--- config.mk ---
export PLATFORM = sky130hd
export DESIGN_NAME = lpt_cmp_timer
export DESIGN_NICKNAME = d
export VERILOG_FILES = /design/src/rtl/lpt_pkg.sv /design/src/rtl/lpt_regs.sv /design/src/rtl/lpt_evt.sv /design/src/rtl/lpt_cnt.sv /design/src/rtl/lpt_cmp_timer.sv
export SDC_FILE = /design/constraint.sdc
export NUM_CORES = 1
export LEC_CHECK = 0
export BUFFER_PORTS_ARGS = -buffer_cell sky130_fd_sc_hd__buf_2
export CORE_ASPECT_RATIO = 1.2
export CORE_MARGIN = 3
export CORE_UTILIZATION = 29
export DETAILED_ROUTE_END_ITERATION = 7
export GPL_ROUTABILITY_DRIVEN = 0
export SLEW_MARGIN = 30
export SYNTH_ARGS = -nofsm -noshare
export SYNTH_HDL_FRONTEND = slang
export SYNTH_SLANG_ARGS = --single-unit
--- constraint.sdc ---
create_clock -name clk -period 2.7 [get_ports clk]
set_clock_uncertainty 0.15 [all_clocks]
set_input_delay 0.54 -clock clk [delete_from_list [all_inputs] [get_ports clk]]
set_output_delay 0.54 -clock clk [all_outputs]
set_load 0.03 [all_outputs]
--- src/rtl/lpt_pkg.sv ---
package lpt_pkg;

  localparam int unsigned LPT_LINES  = 4;
  localparam int unsigned LPT_SEL_W  = $clog2(LPT_LINES);
  localparam int unsigned LPT_BUS_W  = 32;

  // control word bit positions (software decodes these)
  localparam int unsigned B_RUN   = 0;
  localparam int unsigned B_MODE  = 1;
  localparam int unsigned B_FREE  = 2;
  localparam int unsigned B_INV   = 3;
  localparam int unsigned B_SEL   = 4;
  localparam int unsigned B_IE    = 6;
  localparam int unsigned B_FLAG  = 7;
  localparam int unsigned B_DE    = 8;

  typedef enum logic [1:0] {
    A_CTRL  = 2'd0,
    A_MATCH = 2'd1,
    A_COUNT = 2'd2,
    A_NONE  = 2'd3
  } lpt_addr_e;

  typedef struct packed {
    logic                 de;
    logic                 ie;
    logic [LPT_SEL_W-1:0] sel;
    logic                 inv;
    logic                 free;
    logic                 pulse_mode;
    logic                 run;
  } lpt_cfg_t;

  function automatic logic [LPT_BUS_W-1:0] pack_ctrl(lpt_cfg_t c, logic flag);
    logic [LPT_BUS_W-1:0] w;
    w = '0;
    w[B_RUN]  = c.run;
    w[B_MODE] = c.pulse_mode;
    w[B_FREE] = c.free;
    w[B_INV]  = c.inv;
    w[B_SEL +: LPT_SEL_W] = c.sel;
    w[B_IE]   = c.ie;
    w[B_FLAG] = flag;
    w[B_DE]   = c.de;
    return w;
  endfunction

endpackage

--- src/rtl/lpt_regs.sv ---
module lpt_regs
  import lpt_pkg::*;
#(
  parameter int unsigned CNT_W = 32
) (
  input  logic                 clk,
  input  logic                 rst_n,
  input  logic [1:0]           bus_addr,
  input  logic                 bus_we,
  input  logic [LPT_BUS_W-1:0] bus_wdata,
  output lpt_cfg_t             cfg_q,
  output logic [CNT_W-1:0]     match_q,
  output logic                 flag_clr
);

  logic wr_ctrl;
  logic wr_match;

  assign wr_ctrl  = bus_we && (lpt_addr_e'(bus_addr) == A_CTRL);
  assign wr_match = bus_we && (lpt_addr_e'(bus_addr) == A_MATCH);
  assign flag_clr = wr_ctrl && bus_wdata[B_FLAG];

  always_ff @(posedge clk) begin
    if (!rst_n) begin
      cfg_q <= '0;
    end else if (wr_ctrl) begin
      cfg_q.run  <= bus_wdata[B_RUN];
      cfg_q.free <= bus_wdata[B_FREE];
      cfg_q.ie   <= bus_wdata[B_IE];
      cfg_q.de   <= bus_wdata[B_DE];
      if (!cfg_q.run) begin
        cfg_q.pulse_mode <= bus_wdata[B_MODE];
        cfg_q.inv        <= bus_wdata[B_INV];
        cfg_q.sel        <= bus_wdata[B_SEL +: LPT_SEL_W];
      end
    end
  end

  always_ff @(posedge clk) begin
    if (!rst_n) match_q <= '0;
    else if (wr_match) match_q <= bus_wdata[CNT_W-1:0];
  end


  cfg_lock_chk: assert property (@(posedge clk) disable iff (!rst_n)
    (cfg_q.run && wr_ctrl) |=>
      ($stable(cfg_q.pulse_mode) && $stable(cfg_q.inv) && $stable(cfg_q.sel)));

endmodule

--- src/rtl/lpt_evt.sv ---
module lpt_evt
  import lpt_pkg::*;
(
  input  logic                 clk,
  input  logic                 rst_n,
  input  lpt_cfg_t             cfg,
  input  logic                 tick_i,
  input  logic [LPT_LINES-1:0] pins_i,
  output logic                 evt
);

  logic lvl;
  logic lvl_q;
  logic rise;

  assign lvl  = pins_i[cfg.sel] ^ cfg.inv;
  assign rise = lvl && !lvl_q;

  always_ff @(posedge clk) begin
    if (!rst_n) lvl_q <= 1'b0;
    else        lvl_q <= lvl;
  end

  always_comb begin
    if (!cfg.run)            evt = 1'b0;
    else if (cfg.pulse_mode) evt = rise;
    else                     evt = tick_i;
  end


  pulse_edge_chk: assert property (@(posedge clk) disable iff (!rst_n)
    (cfg.run && cfg.pulse_mode && evt) |-> !lvl_q);

endmodule

--- src/rtl/lpt_cnt.sv ---
module lpt_cnt
  import lpt_pkg::*;
#(
  parameter int unsigned CNT_W = 32
) (
  input  logic             clk,
  input  logic             rst_n,
  input  logic             run,
  input  logic             free,
  input  logic             evt,
  input  logic             flag_clr,
  input  logic [CNT_W-1:0] match_val,
  output logic [CNT_W-1:0] cnt_q,
  output logic             flag_q,
  output logic             hit
);

  function automatic logic [CNT_W-1:0] bump(logic [CNT_W-1:0] v);
    return v + 1'b1;
  endfunction

  assign hit = evt && (cnt_q == match_val);

  always_ff @(posedge clk) begin
    if (!rst_n || !run) begin
      cnt_q <= '0;
    end else if (hit && !free) begin
      cnt_q <= '0;
    end else if (evt) begin
      cnt_q <= bump(cnt_q);
    end
  end

  always_ff @(posedge clk) begin
    if (!rst_n || !run) flag_q <= 1'b0;
    else if (hit)       flag_q <= 1'b1;
    else if (flag_clr)  flag_q <= 1'b0;
  end


  idle_zero_chk: assert property (@(posedge clk) disable iff (!rst_n)
    !run |=> (cnt_q == '0 && !flag_q));

  reload_chk: assert property (@(posedge clk) disable iff (!rst_n)
    (run && hit && !free) |=> (cnt_q == '0 && flag_q));

  step_chk: assert property (@(posedge clk) disable iff (!rst_n)
    (run && evt && !(hit && !free)) |=> (cnt_q == $past(cnt_q) + 1'b1));

  hold_chk: assert property (@(posedge clk) disable iff (!rst_n)
    (run && !evt) |=> $stable(cnt_q));

  flag_src_chk: assert property (@(posedge clk) disable iff (!rst_n)
    $rose(flag_q) |-> $past(hit));

endmodule

--- src/rtl/lpt_cmp_timer.sv ---
module lpt_cmp_timer
  import lpt_pkg::*;
#(
  parameter int unsigned CNT_W = 32
) (
  input  logic        clk,
  input  logic        rst_n,
  input  logic        tick_i,
  input  logic [3:0]  pins_i,
  input  logic [1:0]  bus_addr,
  input  logic        bus_we,
  input  logic [31:0] bus_wdata,
  output logic [31:0] bus_rdata,
  output logic        irq_o,
  output logic        dma_req_o
);

  lpt_cfg_t         cfg;
  logic [CNT_W-1:0] match_q;
  logic [CNT_W-1:0] cnt_q;
  logic             flag_clr;
  logic             flag_q;
  logic             evt;
  logic             hit;

  lpt_regs #(.CNT_W(CNT_W)) u_regs (
    .clk(clk), .rst_n(rst_n), .bus_addr(bus_addr), .bus_we(bus_we),
    .bus_wdata(bus_wdata), .cfg_q(cfg), .match_q(match_q), .flag_clr(flag_clr)
  );

  lpt_evt u_evt (
    .clk(clk), .rst_n(rst_n), .cfg(cfg), .tick_i(tick_i),
    .pins_i(pins_i), .evt(evt)
  );

  lpt_cnt #(.CNT_W(CNT_W)) u_cnt (
    .clk(clk), .rst_n(rst_n), .run(cfg.run), .free(cfg.free), .evt(evt),
    .flag_clr(flag_clr), .match_val(match_q), .cnt_q(cnt_q),
    .flag_q(flag_q), .hit(hit)
  );

  always_comb begin
    case (lpt_addr_e'(bus_addr))
      A_CTRL:  bus_rdata = pack_ctrl(cfg, flag_q);
      A_MATCH: bus_rdata = 32'(match_q);
      A_COUNT: bus_rdata = 32'(cnt_q);
      default: bus_rdata = '0;
    endcase
  end

  assign irq_o     = flag_q && cfg.ie;
  assign dma_req_o = flag_q && cfg.de;


  irq_src_chk: assert property (@(posedge clk) disable iff (!rst_n)
    $rose(irq_o) |-> ($past(hit) || $rose(cfg.ie)));

  dma_src_chk: assert property (@(posedge clk) disable iff (!rst_n)
    $rose(dma_req_o) |-> ($past(hit) || $rose(cfg.de)));

endmodule

==> results by stage, run 1 <==
Status:
- The run finished with clean final reports.

Timing:
- Setup violations remaining at the end of the flow were counted as 0.
- In the finished design, the share of the clock period the worst path needs comes to 0.889.
- The final number of hold-violating endpoints is 0.
- After routing, the total negative slack on setup checks comes to 0 ns.
- The number of max-slew violations in the final report is 0.
- Setup repair after global routing left no endpoint under its margin.
- For the pin with the worst max-slew slack, the measured transition is 0.409 ns.
- For this run, the top clock speed supported by timing is 0.417 GHz.
- In this run the tightest slew margin relative to its limit is 0.725.
- The final worst slack is 0.300 ns.
- After layout, the minimum clock period comes to 2.40 ns.

Synthesis:
- In this run, synthesis produced a sequential element count of 74.
- The count of warnings emitted by yosys is 0.
- The number of different library cells used by synthesis comes to 40.
- After technology mapping, the gate count stands at 500.
- Of the post-synthesis cell area, the dominant cell type holds 0.361.
- Dividing the synthesized area by the synthesized cell count gives 8.22 sq um.
- The library cell occupying the most area in the post-synthesis netlist is dfxtp_1.
- For this run, the register share of the synthesized area comes to 0.361.
- The number of nets in the synthesized netlist is 543.
- By area the synthesized netlist is led by dfxtp_1, nand2_1, xor2_1.
- The combined area of all synthesized cells is 0.00411 sq mm.

Die:
- The I/O pin total is 76.
- The area of the die is 0.0156 sq mm.
- The area of the core region is 0.0138 sq mm.
- The height of the die is 136 um.
- The initial utilization of the core area, before any placement, comes to 0.297.
- The width of the die is 115 um.
- The number of cell rows is 47.

Critical path:
- The worst setup path is launched from a flip-flop.
- The worst path required time is 2.82 ns.
- Data on the critical path arrives at its endpoint at 2.52 ns.
- The number of buffers and inverters on the critical path is 0.
- Tracing the worst setup path back leads to its startpoint at u_cnt.cnt_q[11].
- The family with the most delay on the worst path is simple AND/OR/NAND/NOR gates.
- The biggest fanout along the worst timing path is 10.
- STA classifies the critical path endpoint as a flip-flop.
- The highest cell delay on the worst timing path is 0.53 ns.
- The endpoint identified for the worst register-to-register timing path is u_cnt.cnt_q[29].
- The depth of the worst register-to-register path is 5.
- The worst setup path category is flip-flop to flip-flop.
- The setup slack of the worst register-to-register path is 0.30 ns.
- The critical path ends at u_cnt.cnt_q[29].
- The critical path runs through a total of 5 cells.
- The worst register-to-register path begins at u_cnt.cnt_q[11].
- Walking the worst path, the cells encountered are nand4_1, nor4_2, nand2_1, or4_1, a21oi_1.
- The slowest stage of the critical path belongs to the cell or4_1.

GRT:
- Entering global routing, the biggest net connects 42 pins.
- The global-route wire length before repair is 19,600 um.
- The total global routing track utilization is 0.157.
- The global route total overflow is 0.
- The number of global-route vias before repair came to 3,937.
- The number of antenna violations at the first check in global routing is 0.

Clock network:
- The setup fix buffers added after clock tree synthesis is 0.
- The post-cts resize count is 0.
- The clock transition at the registers of the reported paths is 0.06 ns.
- The number of H-tree levels is 3.
- The count of hold buffers inserted by post-cts repair is 0.
- The root buffer cell chosen for the clock tree is clkbuf_16.
- TritonCTS built the clock tree.
- Clock latency on the worst-skew pair, taken at its later pin, is 0.34 ns.
- The maximum buffer depth of the clock tree is 2.
- The clock net in this run drives a total of 74 sinks.
- TritonCTS created 9 clock buffers.

Pwr:
- The share of power burned in registers is 0.426.
- The net switching power of the design is 0.619 mW.
- The total leakage power is 1.96 nW.
- For this design the ratio of total power to cell area is 528 mW/mm^2.
- The fraction of power consumed by the clock network is 0.485.
- The switching share of power is 0.232.
- The power share of the combinational group is 0.089.
- IR analysis of the VDD net gives a maximum drop of 0.000344 V.
- Cell internal power was estimated by the tool at 2.04 mW.

Routing:
- The violation count after the first detailed-route iteration is 222.
- The count of nets left with antenna violations once routing finished came out at 0.
- After detailed routing, the number of remaining DRC violations is 0.
- After detailed routing, the number of vias per cell comes to 5.31.
- The routed layout has 3,932 vias.
- The final wirelength is 12,200 um.
- The detail-routed net length per standard cell is 16.5 um.
- For this run, the detailed router's first-pass iteration total came to 4.

Layout:
- The repair_antennas step left the layout with diodes totalling 0.
- The area growth from synthesis to layout is 22.7%.
- The most common cell after layout, fill and taps aside is nand2_1.
- The final net count is 608.
- The total area of multi-input combinational cells is 0.00244 sq mm.
- The top cell types in the final layout, fill and taps aside, are nand2_1, buf_2, dfxtp_1.
- In the final layout, the share of cells above drive strength 1 is 0.205.
- The footprint of the flip-flops and latches is 0.00148 sq mm.
- After filler insertion, the fill cell instance count of the layout stands at 1,406.

Placement:
- At the placement stage, the worst setup path has a slack of 0.106 ns.
- The count of port buffers added during placement is 75.
- The placed wire-length estimate after detailed placement is 9200 um.

Run:
- The tool flagged a number of max-cap violations equal to 0.

Hold path:
- The tightest min-delay check is of the input pin to flip-flop type.
[final cells by class]
| cell class | instances | area share |
|---|---|---|
| Tap cell | 171 | 0.0424 |
| Inverter | 3 | 0.00223 |
| Clock inverter | 5 | 0.0154 |
| Timing Repair Buffer | 97 | 0.115 |
| Sequential cell | 74 | 0.294 |
| Multi-Input combinational cell | 380 | 0.484 |
| Clock buffer | 11 | 0.0481 |
[worst min path at each step]
stage | startpoint | to | slack [ns] | cells after the start
CTS | bus_wdata[18] | u_regs.match_q[18] | 0.29 | 3
global route | bus_wdata[24] | u_regs.match_q[24] | 0.31 | 3
global placement | u_regs.match_q[0] | u_regs.match_q[0] | 0.33 | 2
finish | bus_wdata[18] | u_regs.match_q[18] | 0.30 | 3
floorplan | u_regs.match_q[30] | u_regs.match_q[30] | 0.32 | 2
detailed placement | u_regs.match_q[0] | u_regs.match_q[0] | 0.34 | 2
[cells by family after synthesis]
logic type / count (synthesis) / synth area share
buffers and inverters: 46 / 0.0521
adder cells (fa/ha/maj): 1 / 0.00304
XOR/XNOR: 33 / 0.0703
multiplexers: 17 / 0.0445
AO/OA/AOI/OAI: 132 / 0.218
flip-flops: 74 / 0.361
AND/OR/NAND/NOR: 197 / 0.251
[synth_stat cells]
master / n
nand2b_1: 1
o41ai_1: 1
and3_1: 3
nand3_1: 14
nand2_1: 84
and2_0: 1
and2_1: 6
buf_4: 2
nor4_2: 1
nor2_1: 6
xnor2_1: 1
mux4_2: 1
nor4_1: 9
o21ai_1: 13
clkbuf_1: 28
dfxtp_1: 74
xor2_1: 32
nand4_1: 18
or2_1: 1
and4_1: 4
buf_2: 9
inv_1: 3
o41ai_2: 1
or4_1: 18
buf_1: 1
nor2b_1: 11
o21a_1: 1
a21oi_1: 33
ha_1: 1
a2bb2oi_2: 1
mux2i_1: 16
nor3b_1: 1
buf_6: 3
nor3_1: 1
o31ai_1: 16
or4b_1: 1
a21boi_0: 33
a22o_1: 23
o21ai_0: 10
or3_1: 17
[registers in the layout (all words and copies together) (netlist names)]
name	count
u_cnt.cnt_q	32
u_cnt.flag_q	1
u_regs.match_q	32
u_evt.lvl_q	1
u_regs.cfg_q	8
[power groups by stage]
| stage | sequential [mW] | combinational (mW) | clock [mW] |
|---|---|---|---|
| after floorplan | 1.15 | 0.147 | 0 |
| after global placement | 1.16 | 0.235 | 0 |
| after detailed placement | 1.16 | 0.238 | 0 |
| after CTS | 1.13 | 0.239 | 1.32 |
| after global routing | 1.14 | 0.262 | 1.36 |
| final | 1.13 | 0.238 | 1.29 |
[through the flow]
stage | utilization | cell area, sq um | hold slack (ns) | power (mW) | instances
finish | 0.365 | 5040 | 0.302 | 2.66 | 741
global route | 0.365 | 5040 | 0.307 | 2.76 | 741
CTS | 0.365 | 5040 | 0.293 | 2.69 | 741
detailed placement | 0.342 | 4720 | 0.337 | 1.40 | 725
global placement | 0.342 | 4720 | 0.328 | 1.39 | 725
floorplan | - | 4110 | 0.318 | 1.30 | 500
[per-layer routing]
layer	share of wire	track usage
met4	0.018	0.0462
met1	0.44	0.193
met3	0.061	0.0467
met2	0.48	0.265
met5	0	0
[worst min-delay path, cell delays in order]
cell	delay, ns
buf_2	0.09
nand2_1	0.04
a21boi_0	0.06
Note: power is estimated with default switching activity, not from simulation.
==> run 2: changes to the inputs <==
==> constraint.sdc (replaced) <==
create_clock -name clk -period 2.7 [get_ports clk]
set_clock_uncertainty 0.15 [all_clocks]
set_input_delay 0 -clock clk [delete_from_list [all_inputs] [get_ports clk]]
set_output_delay 0 -clock clk [all_outputs]
set_load 0.03 [all_outputs]
==> run 2 against run 1 <==
  * Critical path depth rose by 1
  * Power is 6.5% lower
  * Hold slack worse by 0.26 ns
  * Largest cell class unchanged
  * Global-route usage is 0.67 points higher
==> results by stage, run 2 (same netlist as run 1, synthesis figures left out) <==
Routing:
- The DRC violation count after routing is 0 (unchanged).
- The residual antenna-violating net count after detailed routing came to 0 (unchanged).
- The final wirelength is 12,300 um (+0.77%).
- The post-detailed-route via-to-cell ratio was 5.26 (-0.87%).
- The count of TritonRoute iterations in the first routing pass is 4 (unchanged).
- The violation count after the first detailed-route iteration is 223 (+0.45%).
- The detail-routed net length per standard cell is 15.9 um (-3.4%).
- The number of vias after detailed routing is 4,066 (+3.4%).

Pwr:
- The fraction of power consumed by the clock network was 0.438 (-0.047).
- The net switching power of the design is 0.611 mW (-1.3%).
- The share of power burned in registers is 0.455 (+0.029).
- The worst vdd rail ir drop is 0.000343 V (-0.41%).
- The ratio of total power to cell area was 470 mW/mm^2 (-11%).
- The power share of the combinational group is 0.107 (+0.018).
- The internal cell power is 1.88 mW (-8.0%).
- The switching share of power is 0.245 (+0.0129).
- The total leakage power was 2.07 nW (+5.6%).

Clock network:
- TritonCTS built the clock tree.
- The total clock buffers created by CTS was 9 (unchanged).
- The number of H-tree levels is 3 (unchanged).
- The clock insertion delay at the later pin of the skew report is 0.34 ns (about the same).
- The tree is rooted in a clkbuf_16.
- The setup fix buffers added after clock tree synthesis is 0 (unchanged).
- The clock transition at the registers of the reported paths is 0.06 ns (about the same).
- The total number of clock tree sinks is 74 (unchanged).
- The maximum buffer depth of the clock tree was 2 (unchanged).

Critical path:
- The critical path launch point type is a flip-flop.
- The highest cell delay on the worst timing path is 0.52 ns (about the same).
- The worst path required time is 2.82 ns (about the same).
- The worst setup path category is flip-flop to flip-flop.
- The number of buffers and inverters on the critical path was 1 (+1).
- The critical path data arrival time came to 2.59 ns (+0.07 ns).
- The worst setup path is captured at a flip-flop.
- The cell family contributing the most delay on the critical path is compound AO/OA/AOI/OAI gates.
- The critical path goes through mux4_2, xnor2_1, a2bb2oi_4, o41ai_4, buf_4, a21oi_1.
- The slowest stage of the critical path belongs to the cell mux4_2.
- The biggest fanout along the worst timing path is 20 (+10).

Timing:
- The final worst slack is 0.224 ns (-0.0766 ns).
- The total setup violations reported at the end of the flow was 0 (unchanged).
- Setup repair after global routing left no endpoint under its margin.
- The number of max-slew violations in the final report came to 0 (unchanged).
- The final number of hold-violating endpoints came to 0 (unchanged).
- The highest clock frequency the design can meet is 0.404 GHz (-3.1%).
- The relative slew slack is 0.578 (-0.147).
- The actual slew at the worst max-slew pin came to 0.633 ns (+0.225 ns).
- The aggregate negative setup slack is 0 ns (unchanged).
- The final worst-path cycle share is 0.917 (+0.0284).
- The final critical path time including I/O delays and setup came to 2.48 ns (+0.0766 ns).

Layout:
- Leaving out fill and tap cells, the most frequent cell in the layout is nand2_1.
- In the layout the commonest cells are nand2_1, buf_2, dfxtp_1.
- The total area of multi-input combinational cells is 0.00244 sq mm (unchanged).
- The area growth from synthesis to layout is 28.9%.
- The largest registers in the layout are u_cnt.cnt_q (32), u_regs.match_q (32), u_regs.cfg_q (8).
- The final standard cell count with taps included and fillers excluded came to 773 (+4.3%).
- The final instance area is 0.00530 sq mm (+5.0%).
- The footprint of the flip-flops and latches is 0.00148 sq mm (unchanged).
- The final net count is 640 (+5.3%).
- The final antenna diode count is 0 (unchanged).
- The share of post-route cells with drive strength above 1 is 0.191 (-0.0142).
- The total of fill cells in the finished design is 1,403 (-0.21%).

GRT:
- The total global routing track utilization came to 0.164 (+0.00667).
- The global-route wire length before repair is 20,500 um (+4.2%).
- The maximum number of pins on one net before global-route repair is 43 (+2.4%).
- The number of antenna violations at the first check in global routing was 0 (unchanged).
- The number of global-route vias before repair was 4,089 (+3.9%).
- The global route total overflow is 0 (unchanged).

Run:
- The max-cap violation count is 0 (unchanged).

Placement:
- The count of port buffers added during placement is 75 (unchanged).
- The total instance count after detailed placement is 725 (unchanged).
- The cell area after placement is 0.00471 sq mm (-0.26%).
- The worst setup slack after placement was 0.245 ns (+0.140 ns).
- The placed wire-length estimate after detailed placement is 9020 um (-1.9%).

Hold path:
- The path class of the lowest-slack min-delay path is input pin to flip-flop.

Die:
- The area of the die came to 0.0156 sq mm (unchanged).
- The area of the core region is 0.0138 sq mm (unchanged).
- The effective utilization at floorplan was 0.297 (unchanged).
- The I/O pin total is 76 (unchanged).
- The width of the die is 115 um (unchanged).
- The height of the die is 136 um (unchanged).
- The number of cell rows was 47 (unchanged).

Status:
- The flow ran to the end, and the final reports show no timing, DRC or antenna violations.
-- run 2: what timing repair did --
item	CTS	global route
hold buffers	32	0
resized for setup	0	0
setup endpoints to repair	0	0
endpoints found under the hold margin	41	0
-- run 2: cell type report --
class / count / share of cell area
Tap cell: 171 / 0.0404
Clock inverter: 3 / 0.00283
Clock buffer: 13 / 0.0472
Inverter: 3 / 0.00213
Multi-Input combinational cell: 380 / 0.460
Sequential cell: 74 / 0.280
Timing Repair Buffer: 129 / 0.167
-- run 2: worst paths after layout --
check	startpoint	cells past startpoint	endpoint	slack [ns]
setup / recovery	u_regs.cfg_q[4]	6	u_cnt.cnt_q[19]	0.22
hold / removal	tick_i	4	u_cnt.cnt_q[0]	0.04
hold reg to reg	u_regs.match_q[0]	2	u_regs.match_q[0]	0.34
setup reg to reg	u_regs.cfg_q[4]	6	u_cnt.cnt_q[19]	0.22
-- run 2: power groups by stage --
stage	Sequential (mW)	Combinational, mW	Clock (mW)
floorplan	1.15	0.147	0
global placement	1.16	0.227	0
detailed placement	1.16	0.230	0
CTS	1.13	0.267	1.11
global route	1.14	0.293	1.15
finish	1.13	0.267	1.09
-- run 2: metal layers --
layer / share of wire / vias up / global-route usage
met3: 0.054 / 21 / 0.0419
met2: 0.47 / 106 / 0.264
met4: 0.019 / 0 / 0.0594
li1: - / 2005 / -
met5: 0 / - / 0
met1: 0.45 / 1934 / 0.211
-- run 2: worst register-to-register path, delay by kind of cell (launching register included) --
family | cells | cell delay, ns
compound gates | 3 | 0.83
xor+xnor | 1 | 0.32
buf+inv | 1 | 0.22
flops | 1 | 0.37
mux | 1 | 0.52
-- run 2: through the flow --
step                power (mW)  hold slack (ns)  utilization
global route              2.58           0.0704        0.383
finish                    2.49           0.0433        0.383
detailed placement        1.39            0.111        0.341
global placement          1.38            0.103        0.341
floorplan                 1.30         -0.00513            -
CTS                       2.51           0.0329        0.383
==> run 3: changes to the inputs <==
--- a/config.mk
+++ b/config.mk
@@ -6,11 +6,14 @@
 export NUM_CORES = 1
 export LEC_CHECK = 0
 export BUFFER_PORTS_ARGS = -buffer_cell sky130_fd_sc_hd__buf_2
+export CELL_PAD_IN_SITES_DETAIL_PLACEMENT = 1
+export CELL_PAD_IN_SITES_GLOBAL_PLACEMENT = 2
 export CORE_ASPECT_RATIO = 1.2
 export CORE_MARGIN = 3
 export CORE_UTILIZATION = 29
 export DETAILED_ROUTE_END_ITERATION = 7
 export GPL_ROUTABILITY_DRIVEN = 0
+export PLACE_DENSITY_LB_ADDON = 0.1
 export SLEW_MARGIN = 30
 export SYNTH_ARGS = -nofsm -noshare
 export SYNTH_HDL_FRONTEND = slang
==> run 3 against run 2 <==
  * Die area stayed put
  * Wire length is 19% higher
  * Largest power group is now the clock network
  * First-iteration DRC count is 0.90% higher
  * Clock-buffer cell count is 2 higher
==> results by stage, run 3 (same netlist as run 1, synthesis figures left out) <==
GRT:
- The global route total overflow came to 0 (unchanged).
- The number of global-route vias before repair came to 4,208 (+2.9%).
- The global-route wire length before repair is 23,200 um (+14%).
- The number of antenna violations at the first check in global routing came to 0 (unchanged).
- The total global routing track utilization is 0.194 (+0.0298).
- The maximum number of pins on one net before global-route repair was 43 (unchanged).

Critical path:
- The setup slack of the worst register-to-register path is 0.30 ns (+0.07 ns).
- The worst register-to-register path begins at u_regs.cfg_q[4].
- The worst path required time is 2.82 ns (about the same).
- The depth of the worst register-to-register path came to 6 (unchanged).
- The biggest fanout along the worst timing path is 25 (+25%).
- The sort of element at the end of the critical path is a flip-flop.
- In this run the critical register-to-register path is captured at u_cnt.cnt_q[30].
- The critical path launch point type is a flip-flop.
- The critical path data arrival time was 2.52 ns (-0.07 ns).
- The worst setup path category is flip-flop to flip-flop.
- The most critical setup path has its startpoint at u_regs.cfg_q[4].

Hold path:
- The start point of the worst min-delay path is rst_n.
- The count of cells along the worst hold path is 3 (-1).
- The path with the worst hold slack has its endpoint at u_regs.match_q[5].
- The path class of the lowest-slack min-delay path is input pin to flip-flop.

Routing:
- The detail-routed net length per standard cell came to 18.6 um (+17%).
- The final wirelength is 14,600 um (+19%).
- The residual antenna-violating net count after detailed routing is 0 (unchanged).
- The violation count after the first detailed-route iteration is 225 (+0.90%).
- The post-detailed-route via-to-cell ratio came to 5.19 (-1.4%).
- The DRC violation count after routing is 0 (unchanged).
- The number of vias after detailed routing was 4,061 (-0.12%).
- The count of TritonRoute iterations in the first routing pass is 4 (unchanged).

Die:
- The area of the core region was 0.0138 sq mm (unchanged).
- The height of the die is 136 um (unchanged).
- The number of cell rows is 47 (unchanged).
- The effective utilization at floorplan is 0.297 (unchanged).
- The width of the die is 115 um (unchanged).
- The area of the die is 0.0156 sq mm (unchanged).
- The I/O pin total is 76 (unchanged).

Timing:
- The actual slew at the worst max-slew pin is 0.479 ns (-0.154 ns).
- The relative slew slack is 0.680 (+0.102).
- The final worst-path cycle share is 0.889 (-0.0277).
- The number of max-slew violations in the final report is 0 (unchanged).
- The final number of hold-violating endpoints is 0 (unchanged).
- The hold slack is 0.0628 ns (+0.0195 ns).
- Setup repair after global routing left no endpoint under its margin.
- The aggregate negative setup slack is 0 ns (unchanged).
- The final critical path time including I/O delays and setup is 2.40 ns (-0.0749 ns).
- The highest clock frequency the design can meet was 0.416 GHz (+3.1%).
- The total setup violations reported at the end of the flow is 0 (unchanged).

Clock network:
- The number of H-tree levels is 3 (unchanged).
- The total number of clock tree sinks is 74 (unchanged).
- The cell at the root of the clock tree is clkbuf_16.
- The clock transition at the registers of the reported paths is 0.06 ns (about the same).
- The clock insertion delay at the later pin of the skew report came to 0.34 ns (about the same).
- The TritonCTS clock tree is built.
- The post-cts resize count is 0 (unchanged).
- The maximum buffer depth of the clock tree was 2 (unchanged).
- The total clock buffers created by CTS came to 9 (unchanged).

Status:
- The run finished with clean final reports.

Placement:
- The placed wire-length estimate after detailed placement is 10,900 um (+21%).
- The total instance count after detailed placement is 735 (+1.4%).
- The count of port buffers added during placement came to 75 (unchanged).

Layout:
- The final standard cell count with taps included and fillers excluded is 783 (+1.3%).
- The area growth from synthesis to layout is 31.2%.
- The final antenna diode count came to 0 (unchanged).
- The final net count came to 650 (+1.6%).
- Leaving out fill and tap cells, the most frequent cell in the layout is nand2_1.
- In the layout the commonest cells are nand2_1, buf_2, dfxtp_1.
- The share of post-route cells with drive strength above 1 came to 0.204 (+0.0132).
- In the final layout, the registers with the most flip-flops are u_cnt.cnt_q (32), u_regs.match_q (32), u_regs.cfg_q (8).

Pwr:
- The ratio of total power to cell area is 477 mW/mm^2 (+1.3%).
- The worst vdd rail ir drop is 0.000306 V (-11%).
- The overall power consumption is 2.57 mW (+3.2%).
- The total leakage power was 2.13 nW (+2.9%).

Run:
- The max-cap violation count is 0 (unchanged).
## run 3: cell count changes in the layout (fill, tap and decap cells not counted)
cell | before | now
clkbuf_8 | 1 | 3
clkinvlp_4 | 0 | 1
buf_4 | 20 | 30
clkinv_2 | 3 | 0
## run 3: cell type report
| type | instances | area (sq um) |
|---|---|---|
| fillers | 1676 | 8430 |
| multi-input cells | 380 | 2440 |
| repair buffers | 139 | 961 |
| clock buffers | 15 | 278 |
| flip-flops and latches | 74 | 1480 |
| clock inverters | 1 | 7.51 |
| well taps | 171 | 214 |
| inverters | 3 | 11.3 |
## run 3: per-layer routing
metal	part of all wire	GRT usage
met1	0.45	0.239
met2	0.52	0.340
met3	0.022	0.0267
met4	0.016	0.0700
met5	0	0
## run 3: worst max-delay path by stage
stage,end,cells past startpoint,slack (ns)
6_report,u_cnt.cnt_q[30],6,0.30
5_1_grt,u_cnt.cnt_q[27],5,0.17
4_1_cts,u_cnt.cnt_q[30],6,0.29
3_5_place_dp,u_cnt.cnt_q[26],6,0.30
3_3_place_gp,u_cnt.cnt_q[29],6,0.36
2_1_floorplan,u_cnt.cnt_q[16],7,0.47
## run 3: power by group
group,switching (mW),internal [mW]
combinational,0.148,0.122
sequential,0.0213,1.11
clock,0.465,0.699
## run 3: critical path, stage by stage (launching register included)
cell	delay [ns]
dfxtp_1	0.37
mux4_2	0.52
xnor2_1	0.19
a2bb2oi_4	0.19
buf_4	0.22
or4_1	0.52
a21oi_1	0.15
## run 3: through the flow
stage | cell area (sq um) | setup slack [ns] | util
3_3_place_gp | 4790 | 0.360 | 0.346
4_1_cts | 5390 | 0.285 | 0.390
5_1_grt | 5390 | 0.165 | 0.390
6_report | 5390 | 0.299 | 0.390
2_1_floorplan | 4110 | 0.469 | -
3_5_place_dp | 4790 | 0.302 | 0.346
## run 3: what timing repair did
| action | in CTS | in global routing |
|---|---|---|
| setup buffers | 0 | 0 |
| hold buffers | 32 | 0 |
| hold endpoints to repair | 41 | 0 |
